`config.mk`:
```
export PLATFORM = sky130hd
export DESIGN_NAME = tokseq_datapath
export DESIGN_NICKNAME = d
export VERILOG_FILES = /design/src/rtl/tokseq_pkg.sv /design/src/rtl/tokseq_chain.sv /design/src/rtl/tokseq_mul2.sv /design/src/rtl/tokseq_div2.sv /design/src/rtl/tokseq_datapath.sv
export SDC_FILE = /design/constraint.sdc
export NUM_CORES = 1
export LEC_CHECK = 0
export ABC_AREA = 1
export BUFFER_PORTS_ARGS = -buffer_cell sky130_fd_sc_hd__buf_2
export CORE_MARGIN = 2
export CORE_UTILIZATION = 40
export CTS_CLUSTER_DIAMETER = 80
export CTS_CLUSTER_SIZE = 12
export DETAILED_ROUTE_END_ITERATION = 10
export PLACE_DENSITY = 0.69
export SYNTH_ARGS = -nofsm -noshare
export SYNTH_HDL_FRONTEND = slang
export SYNTH_SLANG_ARGS = --single-unit
```
`constraint.sdc`:
```
create_clock -name clk -period 7.2 [get_ports clk]
set_clock_uncertainty 0.15 [all_clocks]
set_input_delay 0.36 -clock clk [delete_from_list [all_inputs] [get_ports clk]]
set_output_delay 0.36 -clock clk [all_outputs]
set_load 0.05 [all_outputs]
```
`src/rtl/tokseq_pkg.sv`:
```
package tokseq_pkg;
  // Schedule levels: a register at level P is loaded by the token that sits
  // one step earlier and is valid from cycle P onward.
  localparam int LVL_IN    = 1;  // captured operands
  localparam int LVL_M1    = 2;  // split partial products
  localparam int LVL_A     = 3;  // product
  localparam int LVL_B     = 4;  // increment
  localparam int LVL_D1    = 4;  // upper-half quotient and remainder
  localparam int LVL_C     = 5;  // full quotient
  localparam int SCHED_LEN = 5;  // cycle in which finish is high
endpackage

```
`src/rtl/tokseq_chain.sv`:
```
module tokseq_chain #(
  parameter int SL = tokseq_pkg::SCHED_LEN
) (
  input  logic        clk,
  input  logic        rst_n,
  input  logic        launch,
  output logic [SL:1] tok
);
  logic [SL:1] tok_d, tok_q;

  assign tok_d[1] = launch;
  for (genvar k = 2; k <= SL; k++) begin : g_shift
    assign tok_d[k] = tok_q[k-1];
  end

  always_ff @(posedge clk or negedge rst_n) begin
    if (!rst_n) tok_q <= '0;
    else        tok_q <= tok_d;
  end

  assign tok = tok_q;
endmodule

```
`src/rtl/tokseq_mul2.sv`:
```
module tokseq_mul2 #(
  parameter int W = 8
) (
  input  logic           clk,
  input  logic           rst_n,
  input  logic           en1,
  input  logic           en2,
  input  logic [W-1:0]   xa,
  input  logic [W-1:0]   yb,
  output logic [2*W-1:0] prod
);
  localparam int PW = 2 * W;
  localparam int H  = W / 2;
  localparam int LW = W - H;

  logic [W+H-1:0]  pl_d, pl_q;
  logic [W+LW-1:0] ph_d, ph_q;
  logic [PW-1:0]   prod_d, prod_q;

  always_comb begin
    pl_d   = en1 ? (W+H)'(xa) * (W+H)'(yb[H-1:0]) : pl_q;
    ph_d   = en1 ? (W+LW)'(xa) * (W+LW)'(yb[W-1:H]) : ph_q;
    prod_d = en2 ? PW'(pl_q) + (PW'(ph_q) << H) : prod_q;
  end

  always_ff @(posedge clk or negedge rst_n) begin
    if (!rst_n) begin
      pl_q   <= '0;
      ph_q   <= '0;
      prod_q <= '0;
    end else begin
      pl_q   <= pl_d;
      ph_q   <= ph_d;
      prod_q <= prod_d;
    end
  end

  assign prod = prod_q;
endmodule

```
`src/rtl/tokseq_div2.sv`:
```
module tokseq_div2 #(
  parameter int DW      = 16,
  parameter int DIVISOR = 9
) (
  input  logic          clk,
  input  logic          rst_n,
  input  logic          en1,
  input  logic          en2,
  input  logic [DW-1:0] num,
  output logic [DW-1:0] quot
);
  localparam int RW    = $clog2(DIVISOR);
  localparam int SPLIT = DW / 2;
  localparam int HW    = DW - SPLIT;

  logic [HW-1:0]    qh_c, qh_d, qh_q;
  logic [RW-1:0]    rh_c, rh_d, rh_q;
  logic [SPLIT-1:0] lo_d, lo_q;
  logic [SPLIT-1:0] ql_c;
  logic [DW-1:0]    quot_d, quot_q;

  // Upper half of a restoring long division.
  always_comb begin
    logic [RW-1:0] r;
    logic [RW:0]   t;
    r    = '0;
    qh_c = '0;
    for (int i = DW - 1; i >= SPLIT; i--) begin
      t = {r, num[i]};
      if (t >= (RW+1)'(DIVISOR)) begin
        t              = t - (RW+1)'(DIVISOR);
        qh_c[i-SPLIT]  = 1'b1;
      end
      r = t[RW-1:0];
    end
    rh_c = r;
  end

  // Lower half, resumed from the registered remainder.
  always_comb begin
    logic [RW-1:0] r;
    logic [RW:0]   t;
    r    = rh_q;
    ql_c = '0;
    for (int i = SPLIT - 1; i >= 0; i--) begin
      t = {r, lo_q[i]};
      if (t >= (RW+1)'(DIVISOR)) begin
        t       = t - (RW+1)'(DIVISOR);
        ql_c[i] = 1'b1;
      end
      r = t[RW-1:0];
    end
  end

  always_comb begin
    qh_d   = en1 ? qh_c : qh_q;
    rh_d   = en1 ? rh_c : rh_q;
    lo_d   = en1 ? num[SPLIT-1:0] : lo_q;
    quot_d = en2 ? {qh_q, ql_c} : quot_q;
  end

  always_ff @(posedge clk or negedge rst_n) begin
    if (!rst_n) begin
      qh_q   <= '0;
      rh_q   <= '0;
      lo_q   <= '0;
      quot_q <= '0;
    end else begin
      qh_q   <= qh_d;
      rh_q   <= rh_d;
      lo_q   <= lo_d;
      quot_q <= quot_d;
    end
  end

  assign quot = quot_q;
endmodule

```
`src/rtl/tokseq_datapath.sv`:
```
module tokseq_datapath
  import tokseq_pkg::*;
#(
  parameter int W       = 8,
  parameter int DIVISOR = 9
) (
  input  logic           clk,
  input  logic           rst_n,
  input  logic           start,
  input  logic [W-1:0]   x,
  input  logic [W-1:0]   y,
  output logic           finish,
  output logic [2*W-1:0] a,
  output logic [2*W-1:0] b,
  output logic [2*W-1:0] c
);
  localparam int PW = 2 * W;
  localparam int SL = SCHED_LEN;

  logic [SL:1]   tok_q;
  logic [SL-1:0] lvl_en;
  logic          busy, launch;
  logic [W-1:0]  x_d, x_q, y_d, y_q;
  logic [PW-1:0] a_w, b_d, b_q, c_w;

  // The token in cycles 1..SL-1 marks an execution in flight.
  assign busy   = |tok_q[SL-1:1];
  assign launch = start & ~busy;
  // lvl_en[P-1] loads the registers of level P.
  assign lvl_en = {tok_q[SL-1:1], launch};

  tokseq_chain #(.SL(SL)) i_chain (
    .clk    (clk),
    .rst_n  (rst_n),
    .launch (launch),
    .tok    (tok_q)
  );

  always_comb begin
    x_d = lvl_en[LVL_IN-1] ? x : x_q;
    y_d = lvl_en[LVL_IN-1] ? y : y_q;
    b_d = lvl_en[LVL_B-1]  ? a_w + PW'(1) : b_q;
  end

  always_ff @(posedge clk or negedge rst_n) begin
    if (!rst_n) begin
      x_q <= '0;
      y_q <= '0;
      b_q <= '0;
    end else begin
      x_q <= x_d;
      y_q <= y_d;
      b_q <= b_d;
    end
  end

  tokseq_mul2 #(.W(W)) i_mul (
    .clk   (clk),
    .rst_n (rst_n),
    .en1   (lvl_en[LVL_M1-1]),
    .en2   (lvl_en[LVL_A-1]),
    .xa    (x_q),
    .yb    (y_q),
    .prod  (a_w)
  );

  tokseq_div2 #(.DW(PW), .DIVISOR(DIVISOR)) i_div (
    .clk   (clk),
    .rst_n (rst_n),
    .en1   (lvl_en[LVL_D1-1]),
    .en2   (lvl_en[LVL_C-1]),
    .num   (a_w),
    .quot  (c_w)
  );

  assign finish = tok_q[SL];
  assign a      = a_w;
  assign b      = b_q;
  assign c      = c_w;
endmodule

```
==> impl_results.md, run 1 <==
* H-tree levels at 3
* Reg clk slew, reported paths at 80 ps
* Buffers & Inverters on Critical Path at 4
* CP peak stage delay at 450 ps
* CTS max path bufs at 2
* Diodes inserted at 0
* CTS tree: built
* Worst-Skew Late Latency at between 300 and 400 ps
* # IOs at approximately 70
* HP Class: input pin to flop
* Total Nets Final at between 1000 and 1500
* Die width at 142 um
* Startpoint Class: flop
* Grt total ovfl at 0
* Num CTS Buffers at 9
* Pin count of the biggest net entering global routing at 60
* WP data arrival at 4780 ps
* Unrepaired setup endpoints after global routing: no
* Wirelength per Cell at around 12 um
* Row count at 50
* Via count at between 6000 and 7000
* Initial antenna violation count at 0
* Worst Min Path Start: y[6]
* Initial Util at 40.8%
* Status: finished clean
* Crit path launch: i_mul.prod[13]$_DFFE_PN0P_
* CP max FO at 7
* Syn_area_per_cell at between 7 and 8 um2
* ANT nets after route at 0
* Die Height at approximately 140 um
* Max-Cap Viols at 0
* Min cycle time layout at 4680 ps
* Cells after Synth at 985
* First-pass GRT wire length at around 26000 um
* Finish-stage setup viols at 0
* Placed cells at between 1000 and 1500
* Tot GR Track Use at roughly 16%
* Final Wtd Congestion at 0.854
* Netlist cell types at 43
* Drt drc at 0
* Fin crit share at around two thirds
* CP max-delay cell: dfrtp_1
* Drt initial violations at just over 400
* Clk sinks at ~110
* Post-synth ARST share at 100%
* Max transition margin at 44.7%
* Max Freq at ~210 MHz
* Setup CP Type: flop to flop
* Hold Worst Slack at approximately 42 ps
* PortBufs at 64
* Post-synthesis register bit count at roughly 110
* Final hold viol count at 0
* Synth-to-layout area growth at 10.7%
* Worst R2R Start: i_mul.prod[13]$_DFFE_PN0P_
* DR pass1 iterations at 5
* Commonest non-fill, non-tap cell in the layout: nand2_1
* Synth warn at 0
* Crit-path leading delay family: adder cells
* Register area share after synthesis at 35.0%
* Clock root buffer: clkbuf_16
* DP HPWL at between 10000 and 15000 um
* Critical Path RT at 7300 ps
* Die area at 20200 um2
* Worst setup EP type: flop
* Number of enable flip-flop cells after synthesis at 0
* Top_reg_cell synth: dfrtp_1
* Synth Cell Area at 7640 um2
* Total negative slack at 0 ps
* Vias in the first global route at roughly 5600
* Share of layout cells above drive strength 1 at roughly 14%
* Pins Over Slew Limit at 0
* DR vias/cell at between 4 and 5
* Leading cell types in the layout, fill and taps excluded: nand2_1 (301), inv_1 (128), dfrtp_1 (107)
* DRT Wirelength at around 15000 um
* Slew @ Worst Pin at 826 ps
* Final std cells w/o fill at between 1000 and 1500
* Core Area at 18700 um2
[through the flow]
stage          setup WS [ps]  area (um2)  util (%)
2_1_floorplan           2480        7650         -
5_1_grt                 2060        8460      45.2
3_3_place_gp            2670        8130      43.5
4_1_cts                 2490        8460      45.2
6_report                2520        8460      45.2
3_5_place_dp            2490        8130      43.5
[cell type report]
cell class	instances	area, um2
Clock buffer	12	256
Clock inverter	4	56.3
Fill cell	1866	10200
Inverter	147	552
Multi-Input combinational cell	696	4270
Sequential cell	107	2680
Tap cell	234	293
Timing Repair Buffer	68	355
[cells in the mapped netlist (2+ instances only)]
library cell / n / area, um2
nand2_1: 301 / 1130
inv_1: 128 / 480
dfrtp_1: 107 / 2680
nor2_1: 65 / 244
ha_1: 60 / 751
o21ai_0: 42 / 210
nand3_1: 40 / 200
clkbuf_1: 32 / 120
fa_1: 25 / 500
a21oi_1: 24 / 120
xor2_1: 24 / 210
nand2_2: 20 / 125
a31oi_1: 17 / 106
inv_2: 17 / 63.8
o31ai_1: 10 / 75.1
nor3_1: 8 / 40.0
nand2_4: 7 / 78.8
o21ai_1: 6 / 30.0
nand4_1: 5 / 31.3
xnor2_1: 5 / 43.8
nand3_2: 4 / 40.0
buf_4: 3 / 22.5
o211ai_1: 3 / 22.5
o21ai_2: 3 / 26.3
o21bai_1: 3 / 22.5
xor2_2: 3 / 48.8
a21oi_2: 2 / 17.5
a21oi_4: 2 / 32.5
buf_2: 2 / 10.0
clkinv_1: 2 / 7.51
nand4_2: 2 / 25.0
or2_2: 2 / 12.5
[cells by family after synthesis]
family / share of synthesized area (%)
adder cells (fa/ha/maj): 16.4
multiplexers: 0.295
AO/OA/AOI/OAI: 9.55
AND/OR/NAND/NOR: 25.5
buffers and inverters: 9.22
XOR/XNOR: 3.96
other: 0.0491
flip-flops: 35.0
[registers in the layout, summed over array words and instances (netlist names)]
| signal | count |
|---|---|
| b | 16 |
| i_chain.tok | 5 |
| i_div.lo_q | 8 |
| i_div.qh_q | 5 |
| i_div.quot | 13 |
| i_div.rh_q | 4 |
| i_mul.ph_q | 12 |
| i_mul.pl_q | 12 |
| i_mul.prod | 16 |
| x_q | 8 |
| y_q | 8 |
[worst paths after layout]
| path | endpoint | slack, ps | depth (start not counted) |
|---|---|---|---|
| max | i_div.rh_q[2]$_DFFE_PN0P_ | 2520 | 28 |
| min | y_q[6]$_DFFE_PN0P_ | 40 | 3 |
| max reg2reg | i_div.rh_q[2]$_DFFE_PN0P_ | 2520 | 28 |
| min reg2reg | i_div.quot[10]$_DFFE_PN0P_ | 320 | 2 |
| max in group asynchronous | i_mul.prod[13]$_DFFE_PN0P_ | 5300 | 3 |
| min in group asynchronous | y_q[6]$_DFFE_PN0P_ | 470 | 2 |
[per-layer routing]
| metal | share of wire (%) | wire length, um | GRT usage (%) | vias to the layer above |
|---|---|---|---|---|
| li1 | - | - | - | 3155 |
| met2 | 45 | 6880 | 25.1 | 97 |
| met5 | 0 | 0 | 0 | - |
| met3 | 3.5 | 543 | 2.62 | 15 |
| met4 | 1.4 | 216 | 4.74 | 0 |
| met1 | 50 | 7760 | 22.4 | 2760 |
[worst register-to-register path, delay by kind of cell, from the launching register on]
| kind | cells | cell delay, ps |
|---|---|---|
| adder cells (fa/ha/maj) | 5 | 1080 |
| AND/OR/NAND/NOR | 11 | 1000 |
| XOR/XNOR | 4 | 950 |
| AO/OA/AOI/OAI | 4 | 580 |
| flip-flops | 1 | 450 |
| buffers and inverters | 4 | 370 |
[what timing repair did]
| action | 4_1_cts | 5_1_grt |
|---|---|---|
| hold endpoints to repair | 58 | 0 |
| hold buffers | 1 | 0 |
| setup buffers | 0 | 0 |
| resized for setup | 0 | 0 |
Power of run 1 is not shown: default switching activity piles up to over one toggle a cycle in this logic, so the estimate is an artifact.
==> run 2: changes to the inputs <==
==> constraint.sdc (replaced) <==
create_clock -name clk -period 4.7 [get_ports clk]
set_clock_uncertainty 0.15 [all_clocks]
set_input_delay 0.235 -clock clk [delete_from_list [all_inputs] [get_ports clk]]
set_output_delay 0.235 -clock clk [all_outputs]
set_load 0.05 [all_outputs]
==> run 2 against run 1 <==
  * Sequential cell count did not move
  * Final cell count up 2.8%
  * Routed wire length grew 4.9%
  * Register-to-register slack worse by 2200 ps
  * Global-route usage rose by 0.67 points
  * Cell area up 5.1%
  * Via count up 1.9%
  * Core utilization grew 2.3 points
  * Maximum frequency rose by 6.0%
  * Worst setup slack worse by 2200 ps
==> impl_results.md, run 2 (same netlist as run 1, synthesis figures left out) <==
* Row count at 50 (unchanged)
* Num CTS Buffers at 9 (unchanged)
* Drt drc at 0 (unchanged)
* Tot GR Track Use at 16.5% (was 15.9%)
* DR vias/cell at 4.71 (was 4.75)
* CP max FO at 5 (was 7)
* Final Wtd Congestion at 0.817 (was 0.854)
* Share of layout cells above drive strength 1 at 17.5% (was 14.3%)
* Diodes inserted at 0 (unchanged)
* Worst slack at placement at -22.2 ps (was 2490 ps)
* Slew @ Worst Pin at 956 ps (was 826 ps)
* Final std cells w/o fill at 1303 (was 1268)
* Filler cells at 1795 (was 1866)
* HP Class: flop to flop (was input pin to flop)
* Grt total ovfl at 0 (unchanged)
* PortBufs at 64 (unchanged)
* Crit path launch: i_div.lo_q[7]$_DFFE_PN0P_ (was i_mul.prod[13]$_DFFE_PN0P_)
* CTS max path bufs at 2 (unchanged)
* Setup CP Type: flop to flop (unchanged)
* Placed cells at 1253 (was 1251)
* Pins Over Slew Limit at 0 (unchanged)
* DRT Wirelength at 16100 um (was 15400 um)
* Die width at 142 um (unchanged)
* Hold Worst Slack at 317 ps (was 42.4 ps)
* Initial antenna violation count at 0 (unchanged)
* Max Freq at 226 MHz (was 214 MHz)
* # IOs at 68 (unchanged)
* Drt initial violations at 402 (was 406)
* Clock root buffer: clkbuf_16 (unchanged)
* Startpoint Class: flop (unchanged)
* CTS tree: built (unchanged)
* ANT nets after route at 0 (unchanged)
* Critical Path RT at 4820 ps (was 7300 ps)
* Pin count of the biggest net entering global routing at 75 (was 60)
* Die area at 20200 um2 (unchanged)
* Clk sinks at 107 (unchanged)
* Total Nets Final at 1168 (was 1133)
* Fin crit share at 94.0% (was 65.0%)
* Core Area at 18700 um2 (unchanged)
* Worst R2R Start: i_div.lo_q[7]$_DFFE_PN0P_ (was i_mul.prod[13]$_DFFE_PN0P_)
* Final hold viol count at 0 (unchanged)
* H-tree levels at 3 (unchanged)
* Finish-stage setup viols at 0 (unchanged)
* Min cycle time layout at 4420 ps (was 4680 ps)
* Max-Cap Viols at 0 (unchanged)
* CP max-delay cell: dfrtp_1 (unchanged)
* DR pass1 iterations at 5 (unchanged)
* Status: finished clean (unchanged)
* DP HPWL at 11600 um (was 11500 um)
* Wirelength per Cell at 12.4 um (was 12.1 um)
* Synth-to-layout area growth at 16.3% (was 10.7%)
* Initial Util at 40.8% (unchanged)
* Worst-Skew Late Latency at 360 ps (was 350 ps)
* CP peak stage delay at 420 ps (was 450 ps)
* Vias in the first global route at 5776 (was 5564)
* Max transition margin at 36.3% (was 44.7%)
* Die Height at 142 um (unchanged)
* Worst setup slack after layout at 284 ps (was 2520 ps)
* WP data arrival at 4530 ps (was 4780 ps)
* Worst setup EP type: flop (unchanged)
* CP dominant cell by count: nand2_2
* Commonest non-fill, non-tap cell in the layout: nand2_1 (unchanged)
* First-pass GRT wire length at 27200 um (was 26200 um)
* Post-Route Utilization at 47.5% (was 45.2%)
* Worst Min Path Start: i_div.quot[12]$_DFFE_PN0P_ (was y[6])
* Reg clk slew, reported paths at 80 ps (about the same)
* Via count at 6139 (was 6027)
* Leading cell types in the layout, fill and taps excluded: nand2_1 (296), inv_1 (126), dfrtp_1 (106) (was nand2_1 (301), inv_1 (128), dfrtp_1 (107))
==> run 2: cell count changes in the layout (fill, tap and decap cells not counted), sizes merged <==
cell,delta
buf,+19
clkbuf,-3
clkinvlp,+1
dlygate4sd3,+16
inv,+2
==> run 2: layer usage <==
layer / vias up / part of all wire (%) / global-route usage (%)
met2: 96 / 46 / 27.1
li1: 3230 / - / -
met4: 0 / 1.0 / 4.16
met5: - / 0 / 0
met3: 12 / 3.7 / 3.13
met1: 2801 / 49 / 22.6
==> run 2: stage by stage <==
step / setup TNS (ps) / instance area (um2)
after CTS: 0 / 8640
after detailed placement: -27.0 / 8150
final: 0 / 8880
after global placement: 0 / 8150
after floorplan: 0 / 7650
after global routing: -181 / 8880
==> run 2: timing repair <==
| action | in CTS | in global routing |
|---|---|---|
| setup endpoints to repair | 3 | 7 |
| buffers inserted | 0 | 17 |
| pin swaps | 0 | 17 |
| hold endpoints to repair | 89 | 0 |
| gates resized for setup | 1 | 26 |
| hold buffers | 17 | 0 |
==> run 2: area by class of cell <==
type                            count  area [um2]  area share, %
Inverter                          147         552           6.21
Clock inverter                      7        83.8          0.944
Tap cell                          234         293           3.30
Sequential cell                   107        2680           30.2
Timing Repair Buffer              103         658           7.41
Clock buffer                        9         225           2.53
Multi-Input combinational cell    696        4390           49.5
==> run 2: worst paths after layout <==
kind | endpoint | slack, ps | cells after the start
max | i_div.quot[0]$_DFFE_PN0P_ | 280 | 38
max in group asynchronous | i_mul.pl_q[2]$_DFFE_PN0P_ | 2980 | 3
min | i_div.quot[12]$_DFFE_PN0P_ | 320 | 2
max reg2reg | i_div.quot[0]$_DFFE_PN0P_ | 280 | 38
min in group asynchronous | y_q[7]$_DFFE_PN0P_ | 420 | 2
min reg2reg | i_div.quot[12]$_DFFE_PN0P_ | 320 | 2
==> run 2: worst max-delay path, delay by kind of cell, from the launching register on <==
family / cells / cell delay (ps)
compound gates: 2 / 380
fa+ha+maj: 4 / 700
buf+inv: 5 / 260
flops: 1 / 420
simple gates: 27 / 2410
Power of run 2 is left out for the same reason.
==> run 3: changes to the inputs <==
--- a/config.mk
+++ b/config.mk
@@ -7,7 +7,6 @@
 export LEC_CHECK = 0
 export ABC_AREA = 1
 export BUFFER_PORTS_ARGS = -buffer_cell sky130_fd_sc_hd__buf_2
-export CORE_MARGIN = 2
 export CORE_UTILIZATION = 40
 export CTS_CLUSTER_DIAMETER = 80
 export CTS_CLUSTER_SIZE = 12
==> run 3 against run 2 <==
  * Cell area grew 0.24%
  * Final cell count shrank 0.38%
  * Routed wire length is essentially flat
  * Worst setup slack lost 140 ps
  * Critical path depth shrank 10
  * Die area shrank 2.8%
  * Sequential share of layout area shrank 0.058 points
  * Maximum frequency shrank 3.1%
  * Global-route usage grew 0.22 points
  * Via count grew 1.9%
  * Non-clock buffer count shrank 4
  * Register-to-register slack lost 140 ps
==> impl_results.md, run 3 (same netlist as run 1, synthesis figures left out) <==
* Status: finished clean (unchanged)
* Max Freq at 219 MHz (was 226 MHz)
* Die Height at 140 um (was 142 um)
* H-tree levels at 3 (unchanged)
* DR vias/cell at 4.82 (was 4.71)
* Die area at 19700 um2 (was 20200 um2)
* Vias in the first global route at 5677 (was 5776)
* CTS tree: built (unchanged)
* Wirelength per Cell at 12.4 um (about the same)
* Clk sinks at 107 (unchanged)
* Initial Util at 40.8% (unchanged)
* Reg clk slew, reported paths at 70 ps (was 80 ps)
* Max transition margin at 39.4% (was 36.3%)
* CP peak stage delay at 450 ps (was 420 ps)
* Die width at 140 um (was 142 um)
* Post-route cell area at 8910 um2 (was 8880 um2)
* Clock root buffer: clkbuf_16 (unchanged)
* Share of layout cells above drive strength 1 at 17.6% (was 17.5%)
* Worst-Skew Late Latency at 350 ps (was 360 ps)
* Pins Over Slew Limit at 0 (unchanged)
* Leading cell types in the layout, fill and taps excluded: nand2_1 (292), inv_1 (127), dfrtp_1 (105) (was nand2_1 (296), inv_1 (126), dfrtp_1 (106))
* Diodes inserted at 0 (unchanged)
* DP HPWL at 11400 um (was 11600 um)
* # IOs at 68 (unchanged)
* Max-Cap Viols at 0 (unchanged)
* Num CTS Buffers at 9 (unchanged)
* Grt total ovfl at 0 (unchanged)
* Total Nets Final at 1164 (was 1168)
* PortBufs at 64 (unchanged)
* Multi-input combinational cell area at 4450 um2 (was 4390 um2)
* Drt drc at 0 (unchanged)
* First-pass GRT wire length at 26900 um (was 27200 um)
* Worst setup EP type: flop (unchanged)
* Min cycle time layout at 4560 ps (was 4420 ps)
* DRT Wirelength at 16100 um (about the same)
* Startpoint Class: flop (unchanged)
* Slew @ Worst Pin at 909 ps (was 956 ps)
* Row count at 50 (unchanged)
* CP dominant cell by count: nand2_4 (was nand2_2)
* Final hold viol count at 0 (unchanged)
* CTS max path bufs at 2 (unchanged)
* Initial antenna violation count at 0 (unchanged)
* CP max-delay cell: dfrtp_2 (was dfrtp_1)
* Setup CP Type: flop to flop (unchanged)
* Dpl cell area at 8140 um2 (was 8150 um2)
* Synth-to-layout area growth at 16.6% (was 16.3%)
* CP max FO at 7 (was 5)
* Fin crit share at 97.0% (was 94.0%)
* Final Wtd Congestion at 0.838 (was 0.817)
* ANT nets after route at 0 (unchanged)
* Register area at 2680 um2 (about the same)
* Via count at 6256 (was 6139)
* Filler cells at 1829 (was 1795)
* DR pass1 iterations at 5 (unchanged)
* WP data arrival at 4660 ps (was 4530 ps)
* Core Area at 18700 um2 (unchanged)
* Pin count of the biggest net entering global routing at 72 (was 75)
* Drt initial violations at 308 (was 402)
* Critical Path RT at 4800 ps (was 4820 ps)
* Finish-stage setup viols at 0 (unchanged)
* Commonest non-fill, non-tap cell in the layout: nand2_1 (unchanged)
* Tot GR Track Use at 16.8% (was 16.5%)
* HP Class: input pin to flop (was flop to flop)
[run 3: metal layers]
layer / global-route usage [%] / vias up / wire (um)
met5: 0 / - / 0
met4: 4.86 / 0 / 181
met3: 2.50 / 12 / 543
met2: 27.2 / 120 / 7570
met1: 23.1 / 2897 / 7840
li1: - / 3227 / -
[run 3: worst max-delay path, delay by kind of cell (launching register included)]
family	cells	cell delay (ps)
xor+xnor	4	720
flops	1	450
fa+ha+maj	5	1050
simple gates	12	980
compound gates	4	780
buf+inv	3	320
[run 3: path summary, 6_finish.rpt]
| path | from | end | slack [ps] | cells past startpoint |
|---|---|---|---|---|
| max in group asynchronous | rst_n | i_mul.prod[13]$_DFFE_PN0P_ | 2900 | 3 |
| hold reg to reg | i_div.quot[11]$_DFFE_PN0P_ | i_div.quot[11]$_DFFE_PN0P_ | 320 | 2 |
| min in group asynchronous | rst_n | y_q[1]$_DFFE_PN0P_ | 390 | 2 |
| setup / recovery | i_mul.prod[13]$_DFFE_PN0P_ | i_div.rh_q[2]$_DFFE_PN0P_ | 140 | 28 |
| setup reg to reg | i_mul.prod[13]$_DFFE_PN0P_ | i_div.rh_q[2]$_DFFE_PN0P_ | 140 | 28 |
| hold / removal | start | y_q[2]$_DFFE_PN0P_ | 300 | 5 |
[run 3: repair_timing]
action,4_1_cts,5_1_grt
hold buffers,17,0
endpoints found under the hold margin,86,0
pin swaps,0,17
gates cloned,0,0
setup buffers,0,14
gates resized for setup,1,37
setup endpoints to repair,4,7
[run 3: area by class of cell]
| type | count | area share (%) |
|---|---|---|
| Tap cell | 234 | 3.29 |
| Sequential cell | 107 | 30.1 |
| Clock buffer | 10 | 2.57 |
| Multi-Input combinational cell | 696 | 49.9 |
| Clock inverter | 5 | 0.885 |
| Timing Repair Buffer | 99 | 7.05 |
| Inverter | 147 | 6.20 |
[run 3: through the flow]
stage,worst slack (ps),TNS (ps),util (%),instances,hold WS (ps)
after global routing,-103,-259,47.6,1298,306
final,141,0,47.6,1298,296
after detailed placement,-88.1,-223,43.5,1252,272
after global placement,211,0,43.5,1252,266
after floorplan,46.8,0,-,987,-211
after CTS,0.104,0,46.1,1284,287
Power of run 3 is left out for the same reason.
